--- src/rtl/mbx_pkg.sv ---
package mbx_pkg;
  localparam int LANES  = 4;
  localparam int BYTE_W = 8;
  localparam int DATA_W = LANES * BYTE_W;

  typedef enum logic [1:0] {
    REG_WEN   = 2'd0,
    REG_REN   = 2'd1,
    REG_WSTAT = 2'd2,
    REG_RSTAT = 2'd3
  } reg_sel_e;

  // Expand byte enables to a per-bit mask.
  function automatic logic [DATA_W-1:0] lane_bits(input logic [LANES-1:0] be);
    logic [DATA_W-1:0] m;
    for (int b = 0; b < DATA_W; b++) m[b] = be[b / BYTE_W];
    return m;
  endfunction

  // Sticky status update: a set wins over a clear.
  function automatic logic [31:0] sticky_next(input logic [31:0] q,
                                              input logic [31:0] set,
                                              input logic [31:0] clr);
    return (q & ~clr) | set;
  endfunction
endpackage

--- src/rtl/mbx_port.sv ---
module mbx_port
  import mbx_pkg::*;
#(
  parameter int NUM_MBX = 16,
  parameter int ADDR_W  = 3
) (
  input  logic                      clk,
  input  logic                      rst_n,
  input  logic                      req,
  input  logic                      wr,
  input  logic [ADDR_W-1:0]         addr,
  input  logic [LANES-1:0]          be,
  input  logic [DATA_W-1:0]         wdata,
  input  logic [NUM_MBX*BYTE_W-1:0] mbx_flat,
  input  logic [NUM_MBX-1:0]        wstat,
  input  logic [NUM_MBX-1:0]        rstat,
  output logic [NUM_MBX-1:0]        wr_hit,
  output logic [NUM_MBX-1:0]        rd_hit,
  output logic [NUM_MBX-1:0]        clr_w,
  output logic [NUM_MBX-1:0]        clr_r,
  output logic [NUM_MBX-1:0]        own_wen,
  output logic [NUM_MBX-1:0]        own_ren,
  output logic                      own_glb,
  output logic [DATA_W-1:0]         rdata
);
  localparam int WIDX_W    = ADDR_W - 1;
  localparam int NUM_WORDS = NUM_MBX / LANES;

  function automatic logic [NUM_MBX-1:0] hit_mask(input logic [WIDX_W-1:0] w,
                                                  input logic [LANES-1:0] b);
    logic [NUM_MBX-1:0] m;
    for (int i = 0; i < NUM_MBX; i++) m[i] = (i / LANES == int'(w)) && b[i % LANES];
    return m;
  endfunction

  logic              is_reg;
  logic [WIDX_W-1:0] widx;
  reg_sel_e          sel;
  logic              in_range;
  logic [DATA_W-1:0] lanes;
  logic [DATA_W-1:0] wmask;
  logic [DATA_W-1:0] rd_mbx;
  logic [DATA_W-1:0] rd_next;
  logic              reg_wr;

  assign is_reg   = addr[ADDR_W-1];
  assign widx     = addr[WIDX_W-1:0];
  assign sel      = reg_sel_e'(addr[1:0]);
  assign in_range = int'(widx) < NUM_WORDS;
  assign lanes    = lane_bits(be);
  assign wmask    = wdata & lanes;
  assign reg_wr   = req && wr && is_reg;

  assign wr_hit = (req && wr && !is_reg && in_range)  ? hit_mask(widx, be) : '0;
  assign rd_hit = (req && !wr && !is_reg && in_range) ? hit_mask(widx, be) : '0;
  assign clr_w  = (reg_wr && sel == REG_WSTAT) ? wmask[NUM_MBX-1:0] : '0;
  assign clr_r  = (reg_wr && sel == REG_RSTAT) ? wmask[NUM_MBX-1:0] : '0;

  always_ff @(posedge clk) begin
    if (!rst_n) begin
      own_wen <= '0;
      own_ren <= '0;
      own_glb <= 1'b0;
    end else if (reg_wr) begin
      if (sel == REG_WEN) begin
        own_wen <= (own_wen & ~lanes[NUM_MBX-1:0]) | wmask[NUM_MBX-1:0];
        if (lanes[NUM_MBX]) own_glb <= wdata[NUM_MBX];
      end else if (sel == REG_REN) begin
        own_ren <= (own_ren & ~lanes[NUM_MBX-1:0]) | wmask[NUM_MBX-1:0];
      end
    end
  end

  always_comb begin
    rd_mbx = '0;
    for (int w = 0; w < NUM_WORDS; w++)
      if (int'(widx) == w) rd_mbx = mbx_flat[w*DATA_W +: DATA_W];
  end

  always_comb begin
    rd_next = '0;
    if (!is_reg) begin
      rd_next = rd_mbx;
    end else begin
      case (sel)
        REG_WEN:   rd_next[NUM_MBX:0]   = {own_glb, own_wen};
        REG_REN:   rd_next[NUM_MBX-1:0] = own_ren;
        REG_WSTAT: rd_next[NUM_MBX-1:0] = wstat;
        default:   rd_next[NUM_MBX-1:0] = rstat;
      endcase
    end
  end

  always_ff @(posedge clk) begin
    if (!rst_n)          rdata <= '0;
    else if (req && !wr) rdata <= rd_next;
  end
endmodule

--- src/rtl/mbx_store.sv ---
module mbx_store
  import mbx_pkg::*;
#(
  parameter int NUM_MBX = 16
) (
  input  logic                      clk,
  input  logic                      rst_n,
  input  logic [NUM_MBX-1:0]        h_wmask,
  input  logic [NUM_MBX-1:0]        l_wmask,
  input  logic [DATA_W-1:0]         h_wdata,
  input  logic [DATA_W-1:0]         l_wdata,
  output logic [NUM_MBX*BYTE_W-1:0] mbx_flat
);
  for (genvar i = 0; i < NUM_MBX; i++) begin : g_box
    localparam int LANE = i % LANES;
    logic [BYTE_W-1:0] byte_q;
    always_ff @(posedge clk) begin
      if (!rst_n)          byte_q <= '0;
      else if (h_wmask[i]) byte_q <= h_wdata[LANE*BYTE_W +: BYTE_W];
      else if (l_wmask[i]) byte_q <= l_wdata[LANE*BYTE_W +: BYTE_W];
    end
    assign mbx_flat[i*BYTE_W +: BYTE_W] = byte_q;
  end
endmodule

--- src/rtl/mbx_status.sv ---
module mbx_status
  import mbx_pkg::*;
#(
  parameter int NUM_MBX = 16
) (
  input  logic               clk,
  input  logic               rst_n,
  input  logic [NUM_MBX-1:0] set_w,
  input  logic [NUM_MBX-1:0] set_r,
  input  logic [NUM_MBX-1:0] clr_w,
  input  logic [NUM_MBX-1:0] clr_r,
  output logic [NUM_MBX-1:0] wstat,
  output logic [NUM_MBX-1:0] rstat
);
  logic [31:0] w_nx, r_nx;
  assign w_nx = sticky_next(32'(wstat), 32'(set_w), 32'(clr_w));
  assign r_nx = sticky_next(32'(rstat), 32'(set_r), 32'(clr_r));

  always_ff @(posedge clk) begin
    if (!rst_n) begin
      wstat <= '0;
      rstat <= '0;
    end else begin
      wstat <= w_nx[NUM_MBX-1:0];
      rstat <= r_nx[NUM_MBX-1:0];
    end
  end
endmodule

--- src/rtl/mbx_doorbell.sv ---
module mbx_doorbell
  import mbx_pkg::*;
#(
  parameter int NUM_MBX = 16,
  parameter int ADDR_W  = $clog2(NUM_MBX / 4) + 1
) (
  input  logic              clk,
  input  logic              rst_n,
  input  logic              h_req,
  input  logic              h_wr,
  input  logic [ADDR_W-1:0] h_addr,
  input  logic [3:0]        h_be,
  input  logic [31:0]       h_wdata,
  output logic [31:0]       h_rdata,
  input  logic              l_req,
  input  logic              l_wr,
  input  logic [ADDR_W-1:0] l_addr,
  input  logic [3:0]        l_be,
  input  logic [31:0]       l_wdata,
  output logic [31:0]       l_rdata,
  output logic              h_irq,
  output logic              l_irq
);
  logic [NUM_MBX*BYTE_W-1:0] mbx_flat;
  logic [NUM_MBX-1:0] wstat, rstat;
  logic [NUM_MBX-1:0] h_wr_hit, h_rd_hit, h_clr_w, h_clr_r, h_wen, h_ren;
  logic [NUM_MBX-1:0] l_wr_hit, l_rd_hit, l_clr_w, l_clr_r, l_wen, l_ren;
  logic h_glb, l_glb;

  // Named internal events
  logic [NUM_MBX-1:0] ev_wr_set, ev_rd_set, clr_wr_all, clr_rd_all;
  logic irq_any;

  mbx_port #(.NUM_MBX(NUM_MBX), .ADDR_W(ADDR_W)) u_host (
    .clk, .rst_n, .req(h_req), .wr(h_wr), .addr(h_addr), .be(h_be), .wdata(h_wdata),
    .mbx_flat, .wstat, .rstat,
    .wr_hit(h_wr_hit), .rd_hit(h_rd_hit), .clr_w(h_clr_w), .clr_r(h_clr_r),
    .own_wen(h_wen), .own_ren(h_ren), .own_glb(h_glb), .rdata(h_rdata)
  );

  mbx_port #(.NUM_MBX(NUM_MBX), .ADDR_W(ADDR_W)) u_local (
    .clk, .rst_n, .req(l_req), .wr(l_wr), .addr(l_addr), .be(l_be), .wdata(l_wdata),
    .mbx_flat, .wstat, .rstat,
    .wr_hit(l_wr_hit), .rd_hit(l_rd_hit), .clr_w(l_clr_w), .clr_r(l_clr_r),
    .own_wen(l_wen), .own_ren(l_ren), .own_glb(l_glb), .rdata(l_rdata)
  );

  mbx_store #(.NUM_MBX(NUM_MBX)) u_store (
    .clk, .rst_n, .h_wmask(h_wr_hit), .l_wmask(l_wr_hit),
    .h_wdata, .l_wdata, .mbx_flat
  );

  // An event interrupts the opposite side, so it is gated by that side's enables.
  assign ev_wr_set  = (h_wr_hit & l_wen) | (l_wr_hit & h_wen);
  assign ev_rd_set  = (h_rd_hit & l_ren) | (l_rd_hit & h_ren);
  assign clr_wr_all = h_clr_w | l_clr_w;
  assign clr_rd_all = h_clr_r | l_clr_r;

  mbx_status #(.NUM_MBX(NUM_MBX)) u_status (
    .clk, .rst_n, .set_w(ev_wr_set), .set_r(ev_rd_set),
    .clr_w(clr_wr_all), .clr_r(clr_rd_all), .wstat, .rstat
  );

  assign irq_any = (|wstat) | (|rstat);
  assign h_irq   = irq_any & h_glb;
  assign l_irq   = irq_any & l_glb;
endmodule

--- config.mk ---
export PLATFORM = sky130hd
export DESIGN_NAME = mbx_doorbell
export DESIGN_NICKNAME = d
export VERILOG_FILES = /design/src/rtl/mbx_pkg.sv /design/src/rtl/mbx_port.sv /design/src/rtl/mbx_store.sv /design/src/rtl/mbx_status.sv /design/src/rtl/mbx_doorbell.sv
export SDC_FILE = /design/constraint.sdc
export NUM_CORES = 1
export LEC_CHECK = 0
export ABC_CLOCK_PERIOD_IN_PS = 4600
export CAP_MARGIN = 40
export CORE_ASPECT_RATIO = 2
export CORE_MARGIN = 2
export CORE_UTILIZATION = 34
export DETAILED_ROUTE_END_ITERATION = 10
export GPL_ROUTABILITY_DRIVEN = 0
export GPL_TIMING_DRIVEN = 1
export SLEW_MARGIN = 30
export SYNTH_ARGS = -nofsm -noshare
export SYNTH_HDL_FRONTEND = slang
export SYNTH_HIERARCHICAL = 1
export SYNTH_SLANG_ARGS = --single-unit
--- constraint.sdc ---
create_clock -name clk -period 4.6 [get_ports clk]
set_input_delay 0.92 -clock clk [delete_from_list [all_inputs] [get_ports clk]]
set_output_delay 0.92 -clock clk [all_outputs]
set_load 0.02 [all_outputs]
==> results.md <==
- CTS tree: yes
- Slew Viols, Final: 0
- R2r setup slk: 2970 ps
- Drt pass-1 iters: 6
- Drt total wl: 66100 um
- Pre-CTS setup slack: 777 ps
- Combinational Power Share: 0.132
- Cell Area, Synth: 17500 um2
- Die ar.: 53400 um2
- Final hold vios: 0
- R2R cell count: 3
- Die X: 164 um
- Int Power: 4090 uW
- Worst slew margin: 0.360
- Async SR Flop Fraction: 0
- Cell Pwr Density: 278 nW/um2
- Worst path arrival time: 2780 ps
- Slew @ Worst Pin: 956 ps
- Die Ht: 325 um
- CTS hold repair buffers: 0
- Switching pwr: 1570 uW
- Status: finished clean
- Sw frac: 0.277
- RSZ-0062 raised after global routing: no
- Syn. warnings: 6
- Sequential share of power: 0.459
- # fillers: 5089
- Synth Net Count: 1819
- CP required: 3680 ps
- CTS root buffer: clkbuf_16
- Vias: 14731
- Worst Path Max Fanout: 4
- Initial DRC Count: 1311
- IO Pins: 150
- Diodes inserted: 0
- Setup_tns: 0 ps
- Count of final setup violators: 0
- Commonest non-fill, non-tap cell in the layout: dfxtp_1
- Multi-input logic area: 10900 um2
- First-pass GRT wire length: 97100 um
- Vias in the first global route: 15161
- CTS resizes: 0
- Clk_lat worst skew: 600 ps
- TritonCTS Buffers: 28
- Commonest cells after routing, fill and taps aside: dfxtp_1 (290), clkdlybuf4s50_1 (143), nand2b_1 (131)
- Maxcap violations: 0
- Setup CP Type: flip-flop to output port
- Leak: 0.00884 uW
- GRT overflow: 0
- Clock share of power: 0.409
- Core footprint: 50900 um2
- Top FF cell, synth: dfxtp_1
- Largest net degree at the start of global routing: 111
- Hold_ws: 502 ps
- Starting Density: 0.343
- R2R Path Start: u_status/wstat[15]
- Flops & latches, synth: 290
- Worst Skew: 25.0 ps
- Layout Area Growth over Synthesis: 16.4%
- Startpoint Class: flip-flop
- Routed Antenna Nets: 0
- Syn Inst Count: 1735
- FF-to-FF End: u_host/rdata[15]
- Initial antenna violation count: 1
- Reg area: 5810 um2
- Layout cells sized above 1: 0.170
- Post-synth top area share: 0.332
- Layout Nets: 1921
- Tmin final: 3700 ps
- Area contributors post-synth: dfxtp_1 (33%), mux2_4 (11%), o211a_1 (7.3%), mux4_2 (5.4%), nand2b_1 (4.7%)
- Total setup buffers inserted after CTS: 0
- Avg Inst Size Synth: 10.1 um2
- Post-synth EDFFs: 0
- Total GRT Usage: 0.242
- Tcrit/Tclk final: 0.804
- Yosys cell types: 48
- Min-delay worst type: flip-flop to flip-flop
- Clock sinks: 290
- H-tree depth: 1
- Dpl hpwl: 45000 um
- Hold Crit Depth: 2
- CTS clk-pin slew, worst paths: 70 ps
- FMAX: 0.270 GHz
- Slack of the critical path: 902 ps
- Vias per Instance: 5.87
- Residual DRC count: 0
- Setup crit end kind: output port
- Placement Rows: 117
- Leading area contributor after synthesis: dfxtp_1
- Worst vdd ir: 0.255 mV
- Routed WL per cell: 26.3 um
- Sequential area share after synthesis: 0.332
- CTS Buffer Depth: 3
- I/O Buffers: 149
[metal layers]
layer | vias to the layer above | GRT usage | wire length, um
met5 | - | 0 | 12
met4 | 2 | 0.160 | 4740
met3 | 249 | 0.0360 | 4420
met2 | 719 | 0.424 | 33000
met1 | 7235 | 0.266 | 23800
li1 | 6526 | - | -
[worst max-delay path, stage by stage (launching register included)]
cell	delay (ps)
dfxtp_1	380
nor4_1	730
and4_1	350
a21boi_1	150
clkdlybuf4s50_1	580
[cells in the mapped netlist (30+ instances only)]
cell type	count
nand2_1	68
nor2b_1	100
a221o_1	32
o211a_1	128
o21a_1	32
buf_2	59
a21boi_0	30
a22o_1	32
dfxtp_1	290
mux2_4	128
and2_1	128
a21oi_1	36
o21ai_0	92
or2b_1	31
mux4_2	42
clkbuf_1	32
nor2_1	42
mux2i_1	66
nand2b_1	131
[power by group through the flow]
stage / clock, uW / combinational [uW] / sequential [uW]
finish: 2310 / 749 / 2600
global route: 2430 / 777 / 2600
CTS: 2350 / 734 / 2600
detailed placement: 0 / 731 / 2650
global placement: 0 / 722 / 2650
floorplan: 0 / 381 / 2670
[logic make-up (layout without fill, tap and decap cells)]
kind of cell	Yosys count	count (layout)	share of synthesized area
AO/OA/AOI/OAI	466	466	0.204
buffers and inverters	135	255	0.0490
flip-flops	290	290	0.332
multiplexers	236	236	0.202
AND/OR/NAND/NOR	608	608	0.213
[cell type report]
type / instances / share of cell area
clock buffers: 37 / 0.0375
clock inverters: 11 / 0.00485
inverters: 4 / 0.000737
multi-input cells: 1310 / 0.535
flip-flops and latches: 290 / 0.285
well taps: 654 / 0.0402
repair buffers: 203 / 0.0971
[worst max-delay path by stage]
| stage | to | slack [ps] | depth (start not counted) | start |
|---|---|---|---|---|
| CTS | h_irq | 920 | 4 | u_status/rstat[8] |
| global placement | u_status/wstat[8] | 860 | 6 | h_wr |
| global route | l_irq | 970 | 4 | u_status/rstat[8] |
| finish | l_irq | 900 | 4 | u_status/rstat[9] |
| floorplan | u_store/g_box[2].byte_q[5] | 1890 | 7 | h_addr[1] |
| detailed placement | u_status/wstat[8] | 780 | 6 | h_wr |
[through the flow]
step | instances | power, uW | util | area (um2)
2_1_floorplan | 1735 | 3050 | - | 17500
6_report | 2509 | 5660 | 0.400 | 20400
3_5_place_dp | 2457 | 3380 | 0.382 | 19400
5_1_grt | 2509 | 5810 | 0.400 | 20400
3_3_place_gp | 2451 | 3370 | 0.380 | 19300
4_1_cts | 2505 | 5680 | 0.399 | 20300
Power figures use the tool's default switching activity.
